<file path="config.mk">
export PLATFORM = sky130hd
export DESIGN_NAME = cmdma_trig_seq
export DESIGN_NICKNAME = d
export VERILOG_FILES = /design/src/rtl/cmdma_pkg.sv /design/src/rtl/cmdma_chain_map.sv /design/src/rtl/cmdma_beat_ctr.sv /design/src/rtl/cmdma_seq_fsm.sv /design/src/rtl/cmdma_trig_seq.sv
export SDC_FILE = /design/constraint.sdc
export NUM_CORES = 1
export LEC_CHECK = 0
export CORE_MARGIN = 2
export CORE_UTILIZATION = 48
export CTS_CLUSTER_SIZE = 14
export DETAILED_ROUTE_END_ITERATION = 10
export PLACE_DENSITY_LB_ADDON = 0.25
export SLEW_MARGIN = 20
export SYNTH_ARGS = -nofsm -noshare
export SYNTH_HDL_FRONTEND = slang
export SYNTH_HIERARCHICAL = 1
export SYNTH_SLANG_ARGS = --single-unit
</file>
<file path="constraint.sdc">
create_clock -name clk -period 2.8 [get_ports clk]
set_clock_uncertainty 0.05 [all_clocks]
set_input_delay 0.7 -clock clk [delete_from_list [all_inputs] [get_ports clk]]
set_output_delay 0.7 -clock clk [all_outputs]
set_load 0.01 [all_outputs]
</file>
<file path="src/rtl/cmdma_pkg.sv">
package cmdma_pkg;

  localparam int NUM_TRIG      = 3;
  localparam int ECB_LOAD_TRIG = 1;

  typedef enum logic [1:0] {
    CM_ECB = 2'b00,
    CM_CBC = 2'b01,
    CM_OFB = 2'b10,
    CM_CFB = 2'b11
  } cmode_e;

  typedef enum logic [2:0] {
    PT_NONE,
    PT_DOUT_RD,
    PT_DIN_WR,
    PT_XIN_WR,
    PT_XSTART_WR
  } port_e;

  typedef enum logic [1:0] {
    SQ_IDLE,
    SQ_LOAD,
    SQ_RUN,
    SQ_CHAIN
  } sq_state_e;

  typedef struct packed {
    port_e port;
    logic  last;
  } step_t;

endpackage

</file>
<file path="src/rtl/cmdma_chain_map.sv">
module cmdma_chain_map
  import cmdma_pkg::*;
(
  input  cmode_e     mode_i,
  input  logic       dec_i,
  input  logic [1:0] step_i,
  output step_t      step_o,
  output port_e      load_port_o
);

  // First-block entry port for each mode/direction
  always_comb begin
    load_port_o = PT_DIN_WR;
    case (mode_i)
      CM_ECB: load_port_o = PT_DIN_WR;
      CM_CBC: load_port_o = dec_i ? PT_DIN_WR : PT_XSTART_WR;
      CM_OFB: load_port_o = PT_XSTART_WR;
      CM_CFB: load_port_o = PT_DIN_WR;
      default: load_port_o = PT_DIN_WR;
    endcase
  end

  // Chain step table: request index equals step index
  always_comb begin
    step_o = '{port: PT_NONE, last: 1'b1};
    case (mode_i)
      CM_ECB: begin
        case (step_i)
          2'd0:    step_o = '{port: PT_DOUT_RD, last: 1'b0};
          2'd1:    step_o = '{port: PT_DIN_WR,  last: 1'b1};
          default: step_o = '{port: PT_NONE,    last: 1'b1};
        endcase
      end
      CM_CBC: begin
        if (dec_i) begin
          case (step_i)
            2'd0:    step_o = '{port: PT_XIN_WR,  last: 1'b0};
            2'd1:    step_o = '{port: PT_DOUT_RD, last: 1'b0};
            2'd2:    step_o = '{port: PT_DIN_WR,  last: 1'b1};
            default: step_o = '{port: PT_NONE,    last: 1'b1};
          endcase
        end else begin
          case (step_i)
            2'd0:    step_o = '{port: PT_DOUT_RD,   last: 1'b0};
            2'd1:    step_o = '{port: PT_XSTART_WR, last: 1'b1};
            default: step_o = '{port: PT_NONE,      last: 1'b1};
          endcase
        end
      end
      CM_OFB: begin
        case (step_i)
          2'd0:    step_o = '{port: PT_XIN_WR,    last: 1'b0};
          2'd1:    step_o = '{port: PT_DOUT_RD,   last: 1'b0};
          2'd2:    step_o = '{port: PT_XSTART_WR, last: 1'b1};
          default: step_o = '{port: PT_NONE,      last: 1'b1};
        endcase
      end
      CM_CFB: begin
        case (step_i)
          2'd0:    step_o = '{port: PT_XIN_WR,  last: 1'b0};
          2'd1:    step_o = '{port: PT_DOUT_RD, last: !dec_i};
          2'd2:    step_o = dec_i ? '{port: PT_DIN_WR, last: 1'b1}
                                  : '{port: PT_NONE,   last: 1'b1};
          default: step_o = '{port: PT_NONE,    last: 1'b1};
        endcase
      end
      default: step_o = '{port: PT_NONE, last: 1'b1};
    endcase
  end

endmodule

</file>
<file path="src/rtl/cmdma_beat_ctr.sv">
module cmdma_beat_ctr #(
  parameter int BLK_BYTES = 16
) (
  input  logic clk,
  input  logic rst,
  input  logic clr_i,
  input  logic hit_i,
  input  logic word_i,
  output logic grp_done_o
);

  localparam int CW = $clog2(BLK_BYTES + 1);

  logic [CW-1:0] cnt_q;
  logic [CW:0]   sum;

  assign sum        = {1'b0, cnt_q} + (word_i ? (CW+1)'(2) : (CW+1)'(1));
  assign grp_done_o = hit_i && (sum >= (CW+1)'(BLK_BYTES));

  always_ff @(posedge clk) begin
    if (rst || clr_i || grp_done_o) cnt_q <= '0;
    else if (hit_i)                 cnt_q <= sum[CW-1:0];
  end

  // partial byte count never reaches a full block
  a_r3_cnt_bound: assert property (@(posedge clk) disable iff (rst)
    cnt_q < CW'(BLK_BYTES));

endmodule

</file>
<file path="src/rtl/cmdma_seq_fsm.sv">
module cmdma_seq_fsm
  import cmdma_pkg::*;
#(
  parameter int CNT_W = 8
) (
  input  logic             clk,
  input  logic             rst,
  input  logic             en_i,
  input  logic             cnt_wr_i,
  input  logic [CNT_W-1:0] cnt_val_i,
  input  logic [1:0]       mode_i,
  input  logic [1:0]       op_i,
  input  logic             done_i,
  input  logic             grp_done_i,
  input  step_t            step_i,
  input  port_e            load_port_i,
  output cmode_e           mode_o,
  output logic             dec_o,
  output logic [1:0]       step_o,
  output port_e            watch_o,
  output logic             clr_o,
  output logic [NUM_TRIG-1:0] trig_o,
  output logic             start_o,
  output logic             busy_o
);

  sq_state_e        st_q, nxt;
  logic [1:0]       step_q, nstep;
  logic [CNT_W-1:0] blk_q, nblk;
  cmode_e           mode_q, mode_n;
  logic             dec_q;
  logic             start_n;
  logic [NUM_TRIG-1:0] trig_q;
  logic             start_q, busy_q;

  assign mode_n = (st_q == SQ_IDLE) ? cmode_e'(mode_i) : mode_q;

  always_comb begin
    nxt     = st_q;
    nstep   = step_q;
    nblk    = blk_q;
    start_n = 1'b0;
    case (st_q)
      SQ_IDLE: begin
        if (en_i && cnt_wr_i && (cnt_val_i != '0)) begin
          nxt  = SQ_LOAD;
          nblk = cnt_val_i;
        end
      end
      SQ_LOAD: begin
        if (grp_done_i) begin
          start_n = 1'b1;
          nxt     = SQ_RUN;
        end
      end
      SQ_RUN: begin
        if (done_i) begin
          nblk  = blk_q - CNT_W'(1);
          nstep = 2'd0;
          nxt   = SQ_CHAIN;
        end
      end
      SQ_CHAIN: begin
        if (grp_done_i) begin
          if ((step_i.port == PT_DOUT_RD) && (blk_q == '0)) begin
            nxt = SQ_IDLE;
          end else if (step_i.last) begin
            start_n = 1'b1;
            nxt     = SQ_RUN;
          end else begin
            nstep = step_q + 2'd1;
          end
        end
      end
      default: nxt = SQ_IDLE;
    endcase
    if (!en_i) begin
      nxt     = SQ_IDLE;
      start_n = 1'b0;
    end
  end

  always_ff @(posedge clk) begin
    if (rst) begin
      st_q    <= SQ_IDLE;
      step_q  <= 2'd0;
      blk_q   <= '0;
      mode_q  <= CM_ECB;
      dec_q   <= 1'b0;
      start_q <= 1'b0;
      busy_q  <= 1'b0;
    end else begin
      st_q    <= nxt;
      step_q  <= nstep;
      blk_q   <= nblk;
      start_q <= start_n;
      busy_q  <= (nxt != SQ_IDLE);
      if (st_q == SQ_IDLE) begin
        mode_q <= cmode_e'(mode_i);
        dec_q  <= op_i[0];
      end
    end
  end

  // One registered request line per index
  for (genvar g = 0; g < NUM_TRIG; g++) begin : g_trig
    always_ff @(posedge clk) begin
      if (rst) trig_q[g] <= 1'b0;
      else     trig_q[g] <= ((nxt == SQ_LOAD) && (mode_n == CM_ECB) && (g == ECB_LOAD_TRIG))
                         || ((nxt == SQ_CHAIN) && (nstep == 2'(g)));
    end
  end

  always_comb begin
    case (st_q)
      SQ_LOAD:  watch_o = load_port_i;
      SQ_CHAIN: watch_o = step_i.port;
      default:  watch_o = PT_NONE;
    endcase
  end

  assign clr_o   = !en_i || (st_q == SQ_IDLE);
  assign mode_o  = mode_q;
  assign dec_o   = dec_q;
  assign step_o  = step_q;
  assign trig_o  = trig_q;
  assign start_o = start_q;
  assign busy_o  = busy_q;

  // disabled means no request in the following cycle
  a_r1_off_no_trig: assert property (@(posedge clk) disable iff (rst)
    !en_i |=> (trig_o == '0));

  // zero count written while idle does not start a sequence
  a_r2_zero_ignored: assert property (@(posedge clk) disable iff (rst)
    ((st_q == SQ_IDLE) && cnt_wr_i && (cnt_val_i == '0)) |=> !busy_o);

  // requests are mutually exclusive
  a_r9_one_trig: assert property (@(posedge clk) disable iff (rst)
    $onehot0(trig_o));

  // ECB never uses the third request
  a_r4_ecb_no_t2: assert property (@(posedge clk) disable iff (rst)
    (busy_o && (mode_q == CM_ECB)) |-> !trig_o[2]);

  // start is a single-cycle pulse
  a_r10_start_single: assert property (@(posedge clk) disable iff (rst)
    start_o |=> !start_o);

  // each completion while waiting lowers the remaining count
  a_r11_blk_dec: assert property (@(posedge clk) disable iff (rst)
    ((st_q == SQ_RUN) && done_i && en_i) |=> (blk_q == $past(blk_q) - CNT_W'(1)));

endmodule

</file>
<file path="src/rtl/cmdma_trig_seq.sv">
module cmdma_trig_seq
  import cmdma_pkg::*;
#(
  parameter int BLOCK_BITS = 128,
  parameter int CNT_W      = 8
) (
  input  logic             clk,
  input  logic             rst,
  input  logic             cm_en_i,
  input  logic [1:0]       mode_i,
  input  logic [1:0]       op_i,
  input  logic             blk_wr_i,
  input  logic [CNT_W-1:0] blk_cnt_i,
  input  logic             cipher_done_i,
  input  logic             acc_word_i,
  input  logic             dout_rd_i,
  input  logic             din_wr_i,
  input  logic             xin_wr_i,
  input  logic             xstart_wr_i,
  output logic [2:0]       trig_o,
  output logic             start_o,
  output logic             busy_o
);

  localparam int BLK_BYTES = BLOCK_BITS / 8;

  cmode_e     mode_q;
  logic       dec_q;
  logic [1:0] step_q;
  step_t      step;
  port_e      load_port;
  port_e      watch;
  logic       clr;
  logic       hit;
  logic       grp_done;
  logic [NUM_TRIG-1:0] trig;

  always_comb begin
    case (watch)
      PT_DOUT_RD:   hit = dout_rd_i;
      PT_DIN_WR:    hit = din_wr_i;
      PT_XIN_WR:    hit = xin_wr_i;
      PT_XSTART_WR: hit = xstart_wr_i;
      default:      hit = 1'b0;
    endcase
  end

  cmdma_chain_map map_i (
    .mode_i      (mode_q),
    .dec_i       (dec_q),
    .step_i      (step_q),
    .step_o      (step),
    .load_port_o (load_port)
  );

  cmdma_beat_ctr #(.BLK_BYTES(BLK_BYTES)) ctr_i (
    .clk        (clk),
    .rst        (rst),
    .clr_i      (clr),
    .hit_i      (hit),
    .word_i     (acc_word_i),
    .grp_done_o (grp_done)
  );

  cmdma_seq_fsm #(.CNT_W(CNT_W)) fsm_i (
    .clk         (clk),
    .rst         (rst),
    .en_i        (cm_en_i),
    .cnt_wr_i    (blk_wr_i),
    .cnt_val_i   (blk_cnt_i),
    .mode_i      (mode_i),
    .op_i        (op_i),
    .done_i      (cipher_done_i),
    .grp_done_i  (grp_done),
    .step_i      (step),
    .load_port_i (load_port),
    .mode_o      (mode_q),
    .dec_o       (dec_q),
    .step_o      (step_q),
    .watch_o     (watch),
    .clr_o       (clr),
    .trig_o      (trig),
    .start_o     (start_o),
    .busy_o      (busy_o)
  );

  assign trig_o = trig;

endmodule

</file>
==> results of run 1 <==
## repair_timing
item	in CTS	in global routing
resized for setup	5	14
hold endpoints to repair	0	0
buffers inserted	4	3
hold buffers	0	0
pin swaps	2	8
setup endpoints to repair	9	13
## metrics by stage
step                instances  instance area, um2  util [%]  power [W]
global route              309                2400      71.4   0.000750
floorplan                 213                1790         -   0.000478
CTS                       306                2300      68.3   0.000712
finish                    309                2400      71.4   0.000713
detailed placement        298                2220      66.0   0.000547
global placement          298                2220      66.0   0.000545
## path summary, 6_finish.rpt
| kind | from | endpoint | slack [ns] | cells after the start |
|---|---|---|---|---|
| worst max-delay path | fsm_i/mode_o[1] | fsm_i/trig_o[1] | -0.26 | 16 |
| worst min-delay path | fsm_i/blk_q[7] | fsm_i/blk_q[7] | 0.45 | 2 |
| worst max register to register | fsm_i/mode_o[1] | fsm_i/trig_o[1] | -0.26 | 16 |
| worst min register to register | fsm_i/blk_q[7] | fsm_i/blk_q[7] | 0.45 | 2 |
## critical path: cells and delay by family (launching register included)
kind / cells / cell delay, ns
compound gates: 4 / 0.75
fa+ha+maj: 1 / 0.18
buf+inv: 1 / 0.12
flops: 1 / 0.40
mux: 1 / 0.18
simple gates: 9 / 1.29
## cells in the final DEF, fill, tap and decap left out, drive strengths merged, types with 6 or more instances in the layout
cell	count
ha	8
nand2	36
mux2i	8
inv	9
dfxtp	25
a21oi	19
nor4	6
nor2b	7
clkdlybuf4s50	25
o21ai	15
nor2	12
buf	32
## power by group
part	internal, W	total [W]	switching, W
Clock	0.0000557	0.000160	0.000105
Sequential	0.000365	0.000378	0.0000129
Combinational	0.0000929	0.000174	0.0000815
Total	0.000514	0.000713	0.000199
## cell families (layout without fill, tap and decap cells)
family,Yosys count,count (layout),share of synthesized area (%)
AO/OA/AOI/OAI,58,58,23.3
XOR/XNOR,1,1,0.517
adder cells (fa/ha/maj),9,9,7.09
buffers and inverters,20,70,6.65
flip-flops,25,25,29.5
multiplexers,8,8,4.73
other,1,1,0.221
AND/OR/NAND/NOR,91,91,28.0
## routing by layer
| metal | up-vias | track usage, % | routed length (um) |
|---|---|---|---|
| li1 | 865 | - | - |
| met1 | 758 | 28.3 | 1990 |
| met2 | 48 | 32.5 | 1880 |
| met3 | 4 | 2.68 | 196 |
| met4 | 0 | 7.61 | 55 |
| met5 | - | 0 | 0 |
## flip-flops by register name, indices dropped and copies added (netlist names)
| signal | flops |
|---|---|
| fsm_i/step_o | 2 |
| fsm_i/st_q | 2 |
| fsm_i/blk_q | 8 |
| fsm_i/busy_o | 1 |
| fsm_i/mode_o | 2 |
| ctr_i/cnt_q | 5 |
| fsm_i/dec_o | 1 |
| fsm_i/start_o | 1 |
| fsm_i/trig_o | 3 |
## cell type report
type | count | share of cell area, %
clock buffers | 4 | 1.09
inverters | 9 | 1.51
multi-input cells | 168 | 52.4
flip-flops and latches | 25 | 21.2
well taps | 46 | 2.40
repair buffers | 57 | 21.4
==> results.md, run 1 <==
- Drt first pass iters: 4
- Most frequent cells after synthesis: sky130_fd_sc_hd__nand2_1 (35), sky130_fd_sc_hd__dfxtp_1 (25), sky130_fd_sc_hd__a21oi_1 (19), sky130_fd_sc_hd__nor2_1 (12), sky130_fd_sc_hd__o21ai_0 (12)
- Final Cycle Share: 109%
- Cell Rows: 21
- Final setup violation count: 9
- Final estimated routing congestion in global placement: 0.840
- Buffer depth of the longest clock path: 2
- Synthesis-to-finish area growth: 41.7%
- Grt total ovfl: 0
- Proportion of layout cells with a drive suffix above 1: 25.1%
- Vias in the first global route: between 1,500 and 2,000
- # H-tree levels: 1
- Total Wirelength: around 4.1 mm
- Synthesized area: between 1500 and 2000 um2
- Starting DRT DRC Count: about 140
- Antenna violation net count after detailed routing: 0
- Gate Count Post-Synth: roughly 210
- CP max stage cell: sky130_fd_sc_hd__dfxtp_4
- Most common cell type on the critical path: sky130_fd_sc_hd__o21a_1
- Number of nets produced by synthesis: 244
- Status: finished, violations left
- Worst-case setup margin in the final layout: -0.255 ns
- Clock tree from TritonCTS: yes
- Die area: just over 4000 um2
- Height of the die: around 63 um
- Combined area of the multi-input logic cells: around 1300 um2
- Endpoint kind of the worst setup timing path: flop
- Nets@finish: about 300
- Pin count of the biggest net entering global routing: 18
- Final count of pins violating max slew: 0
- Post-synth top area share: 29.5%
- Transition time at the pin with the least slew margin: between 0.6 and 0.7 ns
- Count of antenna diodes in the layout: 0
- Ports placed on the boundary: 27
- Endpoint arrival time on the critical path: 3.23 ns
- Initial cell density of the core: between 50% and 60%
- Critical-path maximum fanout: 4
- Insertion delay to the later sink of the worst-skew pair: roughly 0.32 ns
- HPWL after DPL: 2.98 mm
- Startpoint kind of the worst setup timing path: flop
- Most frequent cell after synthesis: sky130_fd_sc_hd__nand2_1
- Flip-flop and latch area: approximately 510 um2
- Unrepaired setup endpoints after global routing: yes
- Number of buffers inserted by port buffering: 25
- Flip-flop and latch count after synthesis: 25
- Max frequency: between 300 and 400 MHz
- Class of the most critical setup path: flop to flop
- Cell-by-cell trace of the critical path: ha_4, buf_12, nor4_4, nor3_2, mux2i_1, nor2b_2, nor2b_1, o21ai_1, o21a_1, o21a_1, and2_4, nand3_4, nor2_4, nand2_1, and4b_1, o311a_1
- Post-synth ARST share: 0%
- Most used flip-flop cell after synthesis: sky130_fd_sc_hd__dfxtp_1
- GRT Total Usage: 20.5%
- Routed via count: 1,675
- Root Buffer Master: sky130_fd_sc_hd__clkbuf_4
- Max Cap Violations: 0
- Register area share after synthesis: ~30%
- Hold Path Class: flop to flop
- Initial antenna violation count: 0
- Average footprint of a synthesized cell: about 8 um2
- Clk slew on worst S/H paths: roughly 0.14 ns
- EDFF count, synth: 0
- Clk sinks: 25
- Core box area: approximately 3400 um2
- CP max stage delay: 0.40 ns
- Peak VDD IR: between 0.0002 and 0.0003 V
- Number of remaining DRC errors: 0
- Final worst path period need: 3.06 ns
- Die X-Extent: approximately 63 um
- Post-synth top area cell: sky130_fd_sc_hd__dfxtp_1
- Distinct cell type count after synthesis: 53
- Top cells by area in the synthesized netlist: sky130_fd_sc_hd__dfxtp_1 (30%), sky130_fd_sc_hd__nand2_1 (7.8%), sky130_fd_sc_hd__ha_1 (5.9%)
- Via-per-instance ratio: between 5 and 6
- Per-cell routed wire length: 13.3 um
- Worst slew margin: 56.4%
- Worst setup timing slack at the placement stage: -0.497 ns
- WP data required: approximately 3 ns
- Worst Hold Slack: between 0.4 and 0.5 ns
- Global-route wire length before repair: approximately 6.7 mm
- Violations in the final reports: setup timing
- Leak pwr: a little under 0.9 nW
- FILL cells: a little under 300
- Total negative slack for setup checks: -1.49 ns
- Total CTS buffers: 3
- Final Hold Fails: 0
- Synth warnings: 6
- Power per cell area: 297 nW/um2
Note: power is estimated with default switching activity, not from simulation.
==> inputs of run 2 (changes only) <==
- CORE_UTILIZATION: 48 -> 53
- clock period: 2.8 -> 3.6 ns (I/O delays scaled with it)
==> results.md, run 2 (same netlist as run 1, synthesis figures left out) <==
- Status: finished, final reports clean
- Max frequency: 298 MHz (-8.9%)
- Routed via count: 1,594 (-4.8%)
- Worst Hold Slack: 0.466 ns (+0.0173 ns)
- Insertion delay to the later sink of the worst-skew pair: 0.32 ns (about the same)
- Height of the die: 60.5 um (-4.5%)
- Unrepaired setup endpoints after global routing: no
- Root Buffer Master: sky130_fd_sc_hd__clkbuf_4
- Drt first pass iters: 4 (unchanged)
- Combined area of the multi-input logic cells: 1090 um2 (-13%)
- M3 GR Usage: 2.77% (+0.093 points)
- Switching power: 0.000146 W (-27%)
- Final worst path period need: 3.35 ns (+0.297 ns)
- Hold Path Class: flop to flop
- Cell Rows: 20 (-4.8%)
- Clk sinks: 25 (unchanged)
- Number of buffers inserted by port buffering: 25 (unchanged)
- Class of the most critical setup path: flop to flop
- Total Wirelength: 3.71 mm (-9.8%)
- Synthesis-to-finish area growth: 19.4%
- Largest register by flop count: fsm_i/blk_q
- GRT busiest layer: met2
- Final setup violation count: 0 (-9)
- Final Cycle Share: 93.1% (-16 points)
- HPWL after DPL: 2.87 mm (-3.9%)
- Peak VDD IR: 0.000176 V (-35%)
- Final count of pins violating max slew: 0 (unchanged)
- Share of total power in the clock network: 24.0% (+1.5 points)
- Starting DRT DRC Count: 50 (-64%)
- Flip-flop and latch area: 500 um2 (-1.5%)
- Power per cell area: 260 nW/um2 (-12%)
- Endpoint arrival time on the critical path: 3.51 ns (+0.28 ns)
- Initial antenna violation count: 0 (unchanged)
- Proportion of layout cells with a drive suffix above 1: 8.75% (-16 points)
- Number of buffers added to fix hold violations after cts: 0 (unchanged)
- GR Util met2: 37.9% (+5.4 points)
- Leading cell type in the layout, fill and taps excluded: sky130_fd_sc_hd__nand2_1
- Setup Fix Bufs, Post-CTS: 0 (-4)
- Leak pwr: 0.756 nW (-14%)
- Initial cell density of the core: 55.5% (+5.1 points)
- # H-tree levels: 1 (unchanged)
- WP data required: 3.76 ns (+0.78 ns)
- Total power draw: 0.000526 W (-26%)
- Total CTS buffers: 3 (unchanged)
- CP max stage cell: sky130_fd_sc_hd__dfxtp_1
- Grt total ovfl: 0 (unchanged)
- Buffer depth of the longest clock path: 2 (unchanged)
- Ports placed on the boundary: 27 (unchanged)
- Cell-by-cell trace of the critical path: inv_1, ha_1, o21a_1, nor3_1, mux2i_1, nor2b_2, o21ai_1, a21oi_1, o21a_1, o21a_1, and2_1, nand2_1, o21a_1, o221ai_1, buf_4, inv_2, o311a_1
- Critical-path maximum fanout: 6 (+2)
- Per-cell routed wire length: 13.1 um (-1.8%)
- Most common cell type on the critical path: sky130_fd_sc_hd__o21a_1
- Nets@finish: 272 (-7.8%)
- Worst slew margin: 55.6% (-0.81 points)
- Clock tree from TritonCTS: yes
- Global-route wire length before repair: 6.20 mm (-7.8%)
- Final estimated routing congestion in global placement: 0.860 (+2.4%)
- Total negative slack for setup checks: 0 ns (+1.49 ns)
- Cell-internal power: 0.000380 W (-26%)
- Met1 routing resource usage after global routing: 30.3% (+2.0 points)
- Clk slew on worst S/H paths: 0.14 ns (about the same)
- Core box area: 3050 um2 (-9.2%)
- Fraction of power consumed by combinational cells: 20.3% (-4.2 points)
- Antenna violation net count after detailed routing: 0 (unchanged)
- Transition time at the pin with the least slew margin: 0.660 ns (+0.0121 ns)
- Endpoint kind of the worst setup timing path: flop
- Switching Share: 27.8% (-0.12 points)
- Count of antenna diodes in the layout: 0 (unchanged)
- Number of remaining DRC errors: 0 (unchanged)
- Max Cap Violations: 0 (unchanged)
- Vias in the first global route: 1,386 (-11%)
- Largest register FFs: 8 (unchanged)
- Top library cells by usage in the layout, fill and taps aside: sky130_fd_sc_hd__nand2_1 (35), sky130_fd_sc_hd__dfxtp_1 (25), sky130_fd_sc_hd__clkdlybuf4s50_1 (25), sky130_fd_sc_hd__a21oi_1 (19)
- Pin count of the biggest net entering global routing: 18 (unchanged)
- Via-per-instance ratio: 5.61 (+3.5%)
- GRT Total Usage: 22.2% (+1.8 points)
- Die area: 3660 um2 (-8.9%)
- Final Hold Fails: 0 (unchanged)
- Flop pwr share: 55.8% (+2.8 points)
- CP max stage delay: 0.44 ns (+0.04 ns)
- Startpoint kind of the worst setup timing path: flop
- Die X-Extent: 60.5 um (-4.5%)
- FILL cells: 283 (-2.1%)
## run 2: power by group through the flow
stage                     combinational, W  clock [W]  sequential, W
after floorplan                  0.0000650          0       0.000297
after global placement            0.000104          0       0.000299
after detailed placement          0.000104          0       0.000299
after CTS                         0.000105   0.000128       0.000293
after global routing              0.000118   0.000138       0.000295
final                             0.000107   0.000126       0.000293
## run 2: worst max-delay path: cells and delay by family, from the launching register on
kind / cells / cell delay (ns)
compound gates: 8 / 1.34
fa+ha+maj: 1 / 0.28
buf+inv: 3 / 0.31
flops: 1 / 0.44
mux: 1 / 0.14
simple gates: 4 / 0.71
## run 2: final timing paths
path | start | to | slack, ns | depth (start not counted)
worst min register to register | fsm_i/blk_q[5] | fsm_i/blk_q[5] | 0.47 | 2
worst max-delay path | fsm_i/mode_o[0] | fsm_i/trig_o[1] | 0.25 | 17
worst max register to register | fsm_i/mode_o[0] | fsm_i/trig_o[1] | 0.25 | 17
worst min-delay path | fsm_i/blk_q[5] | fsm_i/blk_q[5] | 0.47 | 2
## run 2: cell type report
type | count | share of cell area, %
multi-input cells | 168 | 53.9
inverters | 9 | 1.67
well taps | 44 | 2.72
clock buffers | 4 | 1.30
repair buffers | 34 | 15.7
flip-flops and latches | 25 | 24.7
## run 2: through the flow
| stage | instances | setup slack (ns) | cell area, um2 | util [%] |
|---|---|---|---|---|
| after floorplan | 213 | 0.597 | 1690 | - |
| after global placement | 280 | 0.0550 | 1990 | 65.1 |
| after detailed placement | 280 | 0.0119 | 1990 | 65.1 |
| after CTS | 284 | 0.269 | 2010 | 66.0 |
| after global routing | 284 | 0.0124 | 2020 | 66.3 |
| final | 284 | 0.248 | 2020 | 66.3 |
## run 2: repair_timing
action	in CTS	in global routing
endpoints found under the setup margin	0	3
hold endpoints to repair	0	0
resized for setup	0	2
## run 2: layer usage
| metal | share of wire, % | routed length [um] |
|---|---|---|
| met5 | 0 | 0 |
| met4 | 0.81 | 30 |
| met3 | 3.9 | 143 |
| met2 | 47 | 1760 |
| met1 | 48 | 1790 |
